==> config.mk <==
export PLATFORM = sky130hd
export DESIGN_NAME = bkpt_matcher
export DESIGN_NICKNAME = d
export VERILOG_FILES = /design/src/rtl/bkpt_pkg.sv /design/src/rtl/bkpt_cfg_regs.sv /design/src/rtl/bkpt_cmp.sv /design/src/rtl/bkpt_pipe.sv /design/src/rtl/bkpt_matcher.sv
export SDC_FILE = /design/constraint.sdc
export NUM_CORES = 1
export LEC_CHECK = 0
export BUFFER_PORTS_ARGS = -buffer_cell sky130_fd_sc_hd__buf_2
export CAP_MARGIN = 0
export CELL_PAD_IN_SITES_DETAIL_PLACEMENT = 0
export CELL_PAD_IN_SITES_GLOBAL_PLACEMENT = 1
export CORE_MARGIN = 5
export CORE_UTILIZATION = 40
export DETAILED_ROUTE_END_ITERATION = 8
export MAX_ROUTING_LAYER = met4
export PLACE_DENSITY = 0.78
export SETUP_SLACK_MARGIN = 0.4
export SYNTH_ARGS = -nofsm -noshare
export SYNTH_HDL_FRONTEND = slang
export SYNTH_HIERARCHICAL = 1
export SYNTH_SLANG_ARGS = --single-unit
==> constraint.sdc <==
create_clock -name clk -period 2.6 [get_ports clk]
set_input_delay 0.13 -clock clk [delete_from_list [all_inputs] [get_ports clk]]
set_output_delay 0.13 -clock clk [all_outputs]
set_load 0.02 [all_outputs]
==> src/rtl/bkpt_pkg.sv <==
package bkpt_pkg;
  localparam int CLS_N = 9;
  localparam int CLS_W = 4;
  localparam int SIZE_W = 3;

  typedef struct packed {
    logic             slow;
    logic             inv;
    logic [1:0]       blk;
    logic [SIZE_W-1:0] size;
    logic [1:0]       dir;
    logic [CLS_N-1:0] cls_en;
    logic             valid;
  } bkpt_ctrl_t;

  localparam int CTRL_W = $bits(bkpt_ctrl_t);
endpackage

==> src/rtl/bkpt_cfg_regs.sv <==
module bkpt_cfg_regs
  import bkpt_pkg::*;
#(
  parameter int ADDR_W = 32
) (
  input  logic              clk,
  input  logic              rst_n,
  input  logic              we,
  input  logic              sel,
  input  logic [ADDR_W-1:0] wdata,
  output logic [ADDR_W-1:0] rdata,
  output logic [ADDR_W-1:0] bp_addr,
  output bkpt_ctrl_t        ctrl
);
  logic [ADDR_W-1:0] addr_q, addr_d;
  bkpt_ctrl_t        ctrl_q, ctrl_d;
  logic              addr_en, ctrl_en;

  always_comb begin
    addr_en = we & ~sel;
    ctrl_en = we & sel;
    addr_d  = wdata;
    ctrl_d  = bkpt_ctrl_t'(wdata[CTRL_W-1:0]);
  end

  always_ff @(posedge clk or negedge rst_n) begin
    if (!rst_n) begin
      addr_q <= '0;
      ctrl_q <= '0;
    end else begin
      if (addr_en) addr_q <= addr_d;
      if (ctrl_en) ctrl_q <= ctrl_d;
    end
  end

  assign bp_addr = addr_q;
  assign ctrl    = ctrl_q;
  assign rdata   = sel ? {{(ADDR_W-CTRL_W){1'b0}}, ctrl_q} : addr_q;
endmodule

==> src/rtl/bkpt_cmp.sv <==
module bkpt_cmp
  import bkpt_pkg::*;
#(
  parameter int ADDR_W = 32,
  parameter int BLK_A  = 11,
  parameter int BLK_B  = 13,
  parameter int BLK_C  = 15
) (
  input  bkpt_ctrl_t        ctrl,
  input  logic [ADDR_W-1:0] bp_addr,
  input  logic [ADDR_W-1:0] addr,
  input  logic [CLS_W-1:0]  cls,
  input  logic              rd,
  input  logic [SIZE_W-1:0] size,
  output logic              match
);
  logic [CLS_N-1:0]  cls_hit;
  logic [ADDR_W-1:0] mask;
  int unsigned       low;
  logic              addr_in, addr_ok, cls_ok, dir_ok, size_ok;

  for (genvar g = 0; g < CLS_N; g++) begin : g_cls
    assign cls_hit[g] = ctrl.cls_en[g] && (cls == CLS_W'(g));
  end

  always_comb begin
    unique case (ctrl.blk)
      2'd0:    low = 0;
      2'd1:    low = BLK_A;
      2'd2:    low = BLK_B;
      default: low = BLK_C;
    endcase
    mask    = {ADDR_W{1'b1}} << low;
    addr_in = ((addr ^ bp_addr) & mask) == '0;
    addr_ok = addr_in ^ ctrl.inv;
    cls_ok  = |cls_hit;
    dir_ok  = (ctrl.dir[0] & rd) | (ctrl.dir[1] & ~rd);
    size_ok = (ctrl.size == '0) || (ctrl.size == size);
    match   = ctrl.valid & addr_ok & cls_ok & dir_ok & size_ok;
  end
endmodule

==> src/rtl/bkpt_pipe.sv <==
module bkpt_pipe
  import bkpt_pkg::*;
#(
  parameter int ADDR_W = 32
) (
  input  logic              clk,
  input  logic              rst_n,
  input  logic              slow,
  input  logic              bus_start,
  input  logic [ADDR_W-1:0] bus_addr,
  input  logic [CLS_W-1:0]  bus_cls,
  input  logic              bus_rd,
  input  logic [SIZE_W-1:0] bus_size,
  output logic [ADDR_W-1:0] sel_addr,
  output logic [CLS_W-1:0]  sel_cls,
  output logic              sel_rd,
  output logic [SIZE_W-1:0] sel_size,
  input  logic              match,
  output logic              bkpt_o
);
  logic [ADDR_W-1:0] cap_addr_q;
  logic [CLS_W-1:0]  cap_cls_q;
  logic              cap_rd_q;
  logic [SIZE_W-1:0] cap_size_q;
  logic              cap_en, cap_vld_q, cap_vld_d;
  logic              trig, bkpt_q, bkpt_d;

  always_comb begin
    cap_en    = bus_start & slow;
    cap_vld_d = bus_start & slow;
    trig      = slow ? cap_vld_q : bus_start;
    sel_addr  = slow ? cap_addr_q : bus_addr;
    sel_cls   = slow ? cap_cls_q  : bus_cls;
    sel_rd    = slow ? cap_rd_q   : bus_rd;
    sel_size  = slow ? cap_size_q : bus_size;
    bkpt_d    = trig & match;
  end

  always_ff @(posedge clk or negedge rst_n) begin
    if (!rst_n) begin
      cap_addr_q <= '0;
      cap_cls_q  <= '0;
      cap_rd_q   <= 1'b0;
      cap_size_q <= '0;
    end else if (cap_en) begin
      cap_addr_q <= bus_addr;
      cap_cls_q  <= bus_cls;
      cap_rd_q   <= bus_rd;
      cap_size_q <= bus_size;
    end
  end

  always_ff @(posedge clk or negedge rst_n) begin
    if (!rst_n) begin
      cap_vld_q <= 1'b0;
      bkpt_q    <= 1'b0;
    end else begin
      cap_vld_q <= cap_vld_d;
      bkpt_q    <= bkpt_d;
    end
  end

  assign bkpt_o = bkpt_q;

  AST_PULSE_FROM_START: assert property (@(posedge clk) disable iff (!rst_n)
    bkpt_o |-> ($past(bus_start) || $past(bus_start, 2)));
  AST_CAPTURE_SLOW_ONLY: assert property (@(posedge clk) disable iff (!rst_n)
    cap_vld_q |-> $past(slow));
endmodule

==> src/rtl/bkpt_matcher.sv <==
module bkpt_matcher
  import bkpt_pkg::*;
#(
  parameter int ADDR_W = 32,
  parameter int BLK_A  = 11,
  parameter int BLK_B  = 13,
  parameter int BLK_C  = 15
) (
  input  logic              clk,
  input  logic              rst_n,
  input  logic              cfg_we,
  input  logic              cfg_sel,
  input  logic [ADDR_W-1:0] cfg_wdata,
  output logic [ADDR_W-1:0] cfg_rdata,
  input  logic              bus_start,
  input  logic [ADDR_W-1:0] bus_addr,
  input  logic [CLS_W-1:0]  bus_cls,
  input  logic              bus_rd,
  input  logic [SIZE_W-1:0] bus_size,
  output logic              bkpt_o
);
  logic              rst_meta_q, rst_sync_q;
  logic [ADDR_W-1:0] bp_addr, sel_addr;
  bkpt_ctrl_t        ctrl;
  logic [CLS_W-1:0]  sel_cls;
  logic              sel_rd, match;
  logic [SIZE_W-1:0] sel_size;

  always_ff @(posedge clk or negedge rst_n) begin
    if (!rst_n) begin
      rst_meta_q <= 1'b0;
      rst_sync_q <= 1'b0;
    end else begin
      rst_meta_q <= 1'b1;
      rst_sync_q <= rst_meta_q;
    end
  end

  bkpt_cfg_regs #(.ADDR_W(ADDR_W)) u_regs (
    .clk(clk), .rst_n(rst_sync_q), .we(cfg_we), .sel(cfg_sel),
    .wdata(cfg_wdata), .rdata(cfg_rdata), .bp_addr(bp_addr), .ctrl(ctrl)
  );

  bkpt_pipe #(.ADDR_W(ADDR_W)) u_pipe (
    .clk(clk), .rst_n(rst_sync_q), .slow(ctrl.slow), .bus_start(bus_start),
    .bus_addr(bus_addr), .bus_cls(bus_cls), .bus_rd(bus_rd), .bus_size(bus_size),
    .sel_addr(sel_addr), .sel_cls(sel_cls), .sel_rd(sel_rd), .sel_size(sel_size),
    .match(match), .bkpt_o(bkpt_o)
  );

  bkpt_cmp #(.ADDR_W(ADDR_W), .BLK_A(BLK_A), .BLK_B(BLK_B), .BLK_C(BLK_C)) u_cmp (
    .ctrl(ctrl), .bp_addr(bp_addr), .addr(sel_addr), .cls(sel_cls),
    .rd(sel_rd), .size(sel_size), .match(match)
  );

  AST_NO_FIRE_INVALID: assert property (@(posedge clk) disable iff (!rst_sync_q)
    bkpt_o |-> $past(ctrl.valid));
  AST_CLASS_IN_RANGE: assert property (@(posedge clk) disable iff (!rst_sync_q)
    (bkpt_o && !$past(ctrl.slow)) |-> ($past(bus_cls) < CLS_W'(CLS_N)));
  AST_DIR_NOT_OFF: assert property (@(posedge clk) disable iff (!rst_sync_q)
    bkpt_o |-> ($past(ctrl.dir) != 2'b00));
endmodule

After elaboration in Yosys (flattened, before gate mapping). Cells that the tools add are included.

Bitwise gates (word level): 16. Reduce and logical (&&, ||, !) cells: 15. Mux-type cells: 7. Shifts and indexed selects: 1. Equal/unequal tests: 11.

Operators by type and width (number): 32-bit 2-to-1 mux (2); 32-bit AND (1); 32-bit logical NOT (1); 32-bit by 4-bit left shift with 32-bit output, first input constant (1); 32-bit bitwise XOR (1); 4-bit by 3-bit == test with 1-bit output, second input constant (4); 4-bit one-hot mux with 3 select lines (1); 1-bit AND (10); 1-bit logical AND (9); 9-bit OR reduction (1); 4-bit by 2-bit == test with 1-bit output, second input constant (2); 4-bit by 1-bit == test with 1-bit output, second input constant (1); 4-bit == test, second input constant (1); 4-bit logical NOT (1); 4-bit 2-to-1 mux (1); 3-bit == test (1); 3-bit logical NOT (1); 3-bit 2-to-1 mux (1); 2-bit by 1-bit == test with 1-bit output, second input constant (1); 2-bit == test, second input constant (1); 2-bit logical NOT (1); 1-bit 2-to-1 mux (2); 1-bit NOT (2); 1-bit logical OR (1); other kinds (2) (2).

Word-level logic and storage cells: 66. Register bits: 95. Output and inout bits: 33.

Depth between registers and ports, before layout.
Word-level depth: 11. Depth in mapped cells: 9. Mapped depth without buffers: 7.

Modules after synthesis. Netlist, hierarchy kept.

By module, submodules not included: bkpt_cfg_regs (cells an instance 145, times used 1, area an instance 2235.9 um2); bkpt_pipe (cells an instance 135, times used 1, area an instance 2202.1 um2); bkpt_cmp (cells an instance 76, times used 1, area an instance 579.3 um2); bkpt_matcher (cells an instance 3, times used 1, area an instance 53.8 um2).

Least setup slack after synthesis. No wires, ideal clock.

Kind: register to register. Start point: register u_regs.ctrl_q (netlist bit u_regs/ctrl[18]). End point: register u_pipe.bkpt_q (netlist: u_pipe/bkpt_o). Arrival time: 2.770 ns. Stages on the path, launching flop included: 10. Data required time: 2.527 ns. Setup time: 0.073 ns. Clock period less this slack: 2.843 ns. Setup slack: -0.243 ns. Cells stage by stage: dfrtp_1 > buf_4 > buf_2 > mux2_2 > xnor2_1 > nand4_1 > or4_1 > or4_1 > a2111oi_1 > nor2b_1.

Word-level cells in the longest chain between the ends: 10. Elaborated cells on any way between the ends: 39. Those cells by class: eq/ne: 9; mux: 5; bitwise: 12; reduce/logical: 13.

RTL lines: from (decl) (line bkpt_cfg_regs.sv:16) `bkpt_ctrl_t ctrl_q, ctrl_d;`; from (signal assigned) (line bkpt_cfg_regs.sv:32) `if (ctrl_en) ctrl_q <= ctrl_d;`; 32-bit 2-to-1 mux (line bkpt_pipe.sv:32) `sel_addr = slow ? cap_addr_q : bus_addr;`; net sel_addr[20] (line bkpt_matcher.sv:23) `logic [ADDR_W-1:0] bp_addr, sel_addr;`; 32-bit bitwise XOR (line bkpt_cmp.sv:34) `addr_in = ((addr ^ bp_addr) & mask) == '0;`; 32-bit AND (line bkpt_cmp.sv:34); 32-bit logical NOT (line bkpt_cmp.sv:34); 1-bit bitwise XOR (line bkpt_cmp.sv:35) `addr_ok = addr_in ^ ctrl.inv;`; 1-bit AND (4 in a row) (line bkpt_cmp.sv:39) `match = ctrl.valid & addr_ok & cls_ok & dir_ok & size_ok;`; net match (line bkpt_matcher.sv:26) `logic sel_rd, match;`; 1-bit AND (line bkpt_pipe.sv:36) `bkpt_d = trig & match;`; net u_pipe.bkpt_d (line bkpt_pipe.sv:26) `logic trig, bkpt_q, bkpt_d;`; to (signal assigned) (line bkpt_pipe.sv:59) `bkpt_q <= bkpt_d;`; to (decl) (line bkpt_pipe.sv:26).

The timed path passes the listed nets, and every way through them passes these cells. A chain may end at the register's enable or synchronous reset.

Worst setup path in the final report. Ends and elaborated chain as after synthesis.

==> out/metrics.json <==
{
  "gr-total-overflow": 0,
  "standard_cell_core_area_um2": 12500,
  "syn_area_um2": 5070,
  "nNetsFinal": 556,
  "power_density_relative_to_cell_area_nw_per_um2": 748,
  "placement_row_count": 41,
  "clock_sink_count": 95,
  "critical_path_arrival_ps": 3120,
  "root_buffer": "clkbuf_16",
  "remaining_drc_errors": 0,
  "reg2reg_from": "u_regs/ctrl[18]",
  "tritoncts.num_buffers": 9,
  "timing.final.crit_period_ps": 2840,
  "worst-r2r-setup-slack_ps": -240,
  "timing.max_cap.violations": 0,
  "hold_end": "u_regs/bp_addr[24]",
  "finish.utilization": 0.504,
  "syn2layout_area_growth_pct": 24.4,
  "synth.yosys.warnings": 6,
  "worstSkewPairLatency_ps": 350,
  "floorplan.initialDensity": 0.405,
  "ratio_of_cells_with_drive_above_1_in_the_final_layout": 0.647,
  "path_clk_slew_ps": 70,
  "hold_path.startpoint": "cfg_wdata[24]",
  "avgRoutedWirePerCell_um": 18.7,
  "grt_first_pass_wirelength_um": 19300,
  "die_w_um": 123,
  "hold_worst_slack_ps": 12.3,
  "rsz_0062_raised_after_global_routing": "yes",
  "relSlewSlack": 0.560,
  "timing_worst_setup_path_type": "register to register",
  "final_min_period_over_clock_period": 1.09,
  "slowest_stage": "or4_4",
  "r2r_end": "u_pipe/bkpt_o",
  "final_hold_viol_count": 0,
  "routabilityCongestion": 0.815,
  "timing.critical_path.to_type": "register",
  "dr.first_iter.drc_count": 107,
  "peakVddDrop_v": 0.000282,
  "antenna_found_initial": 0,
  "finalMaxSlewViolations": 0,
  "ios": 110,
  "first_global_vias": 3554,
  "seq_area_frac_synth": 0.469,
  "worstMarginPinSlew_ps": 660,
  "clock_tree_from_tritoncts": "built",
  "pin_count_of_the_biggest_net_entering_global_routing": 50,
  "violated_checks": "setup timing",
  "timing.final.setup_violations": 1,
  "route.antenna.remaining_nets": 0,
  "critical_path.max_stage_delay_ps": 540,
  "min_delay_path_depth": 2,
  "finalClockSkew_ps": 6.80,
  "cts_max_path_buffers": 2,
  "hold_path_class": "primary input to register",
  "fin_total_pwr_uw": 4720,
  "yosys_reg_bits": 95,
  "synthesis.instances": 359,
  "first_pass_iters": 4,
  "dieArea_um2": 15000,
  "run_status": "finished, violations left",
  "globalRouteTotalUtil": 0.176,
  "viasPerCell": 4.94,
  "diodes": 0,
  "path_cells": "buf_12 > mux2_2 > xnor2_1 > nand4_1 > or4_4 > or4_4 > a2111oi_4 > nor2b_1",
  "yosys.cell_types.count": 38,
  "power_leakage_uw": 0.00290,
  "cp-start-kind": "register",
  "worstPathRequired_ps": 2880,
  "cp_max_fo": 9,
  "io_buffer_count": 109,
  "synth_fp_nets": 436,
  "die_h_um": 123,
  "dp_slack_ps": -258,
  "dr_total_vias": 3242,
  "critical-path-top-cell-by-count": "or4_4",
  "place_hpwl_um": 9260,
  "worst-r2r-cell-count": 8,
  "h-tree-depth": 3,
  "fmax_ghz": 0.352,
  "wl_um": 12300,
  "syn_avg_cell_area_um2": 14.1,
  "final.setup.worst_slack_ps": -244
}
## power by group
part / switching (µW) / total, µW / internal (µW)
clock: 552 / 1280 / 728
sequential: 237 / 1990 / 1750
combinational: 601 / 1450 / 845
total: 1390 / 4720 / 3330
## layer usage
layer,wire (µm),part of all wire,track usage,vias to the layer above
met5,0,0,-,-
met4,333,0.027,0.0847,0
met3,414,0.034,0.0309,23
met2,5850,0.48,0.263,70
met1,5690,0.46,0.234,1617
li1,-,-,-,1532
## cells by family (layout without fill, tap and decap cells)
logic type	count (synthesis)	in the layout	share of synthesized area
other	1	1	0.000739
DFF	95	95	0.469
buffers and inverters	21	146	0.0306
xor gates and xnor gates	32	32	0.0567
AOI/OAI and AO/OA	13	13	0.0205
and+or+nand+nor	41	41	0.0479
muxes	156	156	0.375
## critical path, delay by kind of cell, from the launching register on
| kind | cells | cell delay [ps] |
|---|---|---|
| AOI/OAI and AO/OA | 1 | 300 |
| xor gates and xnor gates | 1 | 150 |
| buffers and inverters | 1 | 150 |
| DFF | 1 | 450 |
| muxes | 1 | 340 |
| and+or+nand+nor | 4 | 1390 |
## worst max path at each step
stage                          endpoint  slack [ps]  cells after the start       startpoint
after floorplan           u_pipe/bkpt_o        -230                      9  u_regs/ctrl[18]
after global placement    u_pipe/bkpt_o        -210                      8  u_regs/ctrl[18]
after detailed placement  u_pipe/bkpt_o        -260                      8  u_regs/ctrl[18]
after CTS                 u_pipe/bkpt_o        -230                      8  u_regs/ctrl[18]
after global routing      u_pipe/bkpt_o        -350                      9  u_regs/ctrl[18]
final                     u_pipe/bkpt_o        -240                      8  u_regs/ctrl[18]
## layout by cell type (no fill, tap or decap), types with 2 or more instances in the layout
| master | netlist | layout |
|---|---|---|
| dlygate4sd3_1 | 0 | 2 |
| xnor2_1 | 21 | 12 |
| a311oi_1 | 3 | 2 |
| mux2i_1 | 5 | 5 |
| mux2_4 | 40 | 43 |
| clkinvlp_4 | 0 | 2 |
| nor2b_1 | 14 | 14 |
| buf_2 | 6 | 109 |
| buf_6 | 8 | 3 |
| a211oi_1 | 2 | 2 |
| buf_12 | 0 | 4 |
| inv_1 | 2 | 2 |
| or2_2 | 2 | 2 |
| clkbuf_8 | 0 | 3 |
| nor4_1 | 3 | 2 |
| nor3_1 | 2 | 2 |
| buf_4 | 2 | 10 |
| nand3_1 | 2 | 2 |
| nand4_1 | 3 | 3 |
| xnor2_2 | 1 | 10 |
| or4_4 | 0 | 2 |
| xor2_1 | 10 | 10 |
| clkbuf_1 | 2 | 2 |
| dfrtp_1 | 95 | 93 |
| nor2_1 | 3 | 3 |
| clkbuf_16 | 0 | 9 |
| nand2_1 | 5 | 5 |
| mux2_2 | 111 | 108 |
## Yosys cell counts, drive strengths merged
master     n  area [µm²]
nor4       3        18.8
a21oi      1        5.00
nand3      2        10.0
mux2     151        1850
o31ai      1        7.51
xor2      10        87.6
nor2       3        11.3
mux2i      5        50.1
or3        1        6.26
or2        2        12.5
nand2      7        36.3
buf       16         135
inv        2        7.51
nand4      3        18.8
o32ai      1        8.76
a311oi     3        26.3
xnor2     22         200
clkbuf     3        12.5
nor3b      1        7.51
a2111oi    1        10.0
o311ai     1        8.76
or4        2        15.0
a221oi     1        8.76
conb       1        3.75
nor2b     15        96.3
o21ai      1        5.00
a41oi      1        8.76
dfrtp     95        2380
a211oi     2        15.0
nor3       2        10.0
## cell type report
| class | count | area (µm²) |
|---|---|---|
| fill | 1103 | 6210 |
| inverter | 2 | 7.51 |
| tap | 172 | 215 |
| timing repair buffer | 128 | 754 |
| sequential | 95 | 2380 |
| multi-input combinational | 243 | 2660 |
| clock buffer | 14 | 274 |
| clock inverter | 2 | 15.0 |
## through the flow
step           instance area (µm²)  std cells  setup TNS, ps
5_1_grt                       6310        656           -354
2_1_floorplan                 5070        359           -228
3_5_place_dp                  5870        638           -258
3_3_place_gp                  5870        638           -215
6_report                      6310        656           -244
4_1_cts                       6220        656           -233
## flip-flops by register name, summed over array words and instances, names as in the netlist
name / cells
u_pipe/cap_size_q: 3
u_pipe/cap_addr_q: 32
rst_meta_q: 1
rst_sync_q: 1
u_pipe/cap_cls_q: 4
u_pipe/bkpt_o: 1
u_pipe/cap_rd_q: 1
u_regs/bp_addr: 32
u_regs/ctrl: 19
u_pipe/cap_vld_q: 1
## timing repair
action	4_1_cts	5_1_grt
gates resized for setup	6	15
pin swaps	1	7
endpoints found under the setup margin	1	1
hold buffers	2	0
endpoints found under the hold margin	3	0
buffers inserted	0	0
No activity file was read; power rests on OpenSTA's default activity.
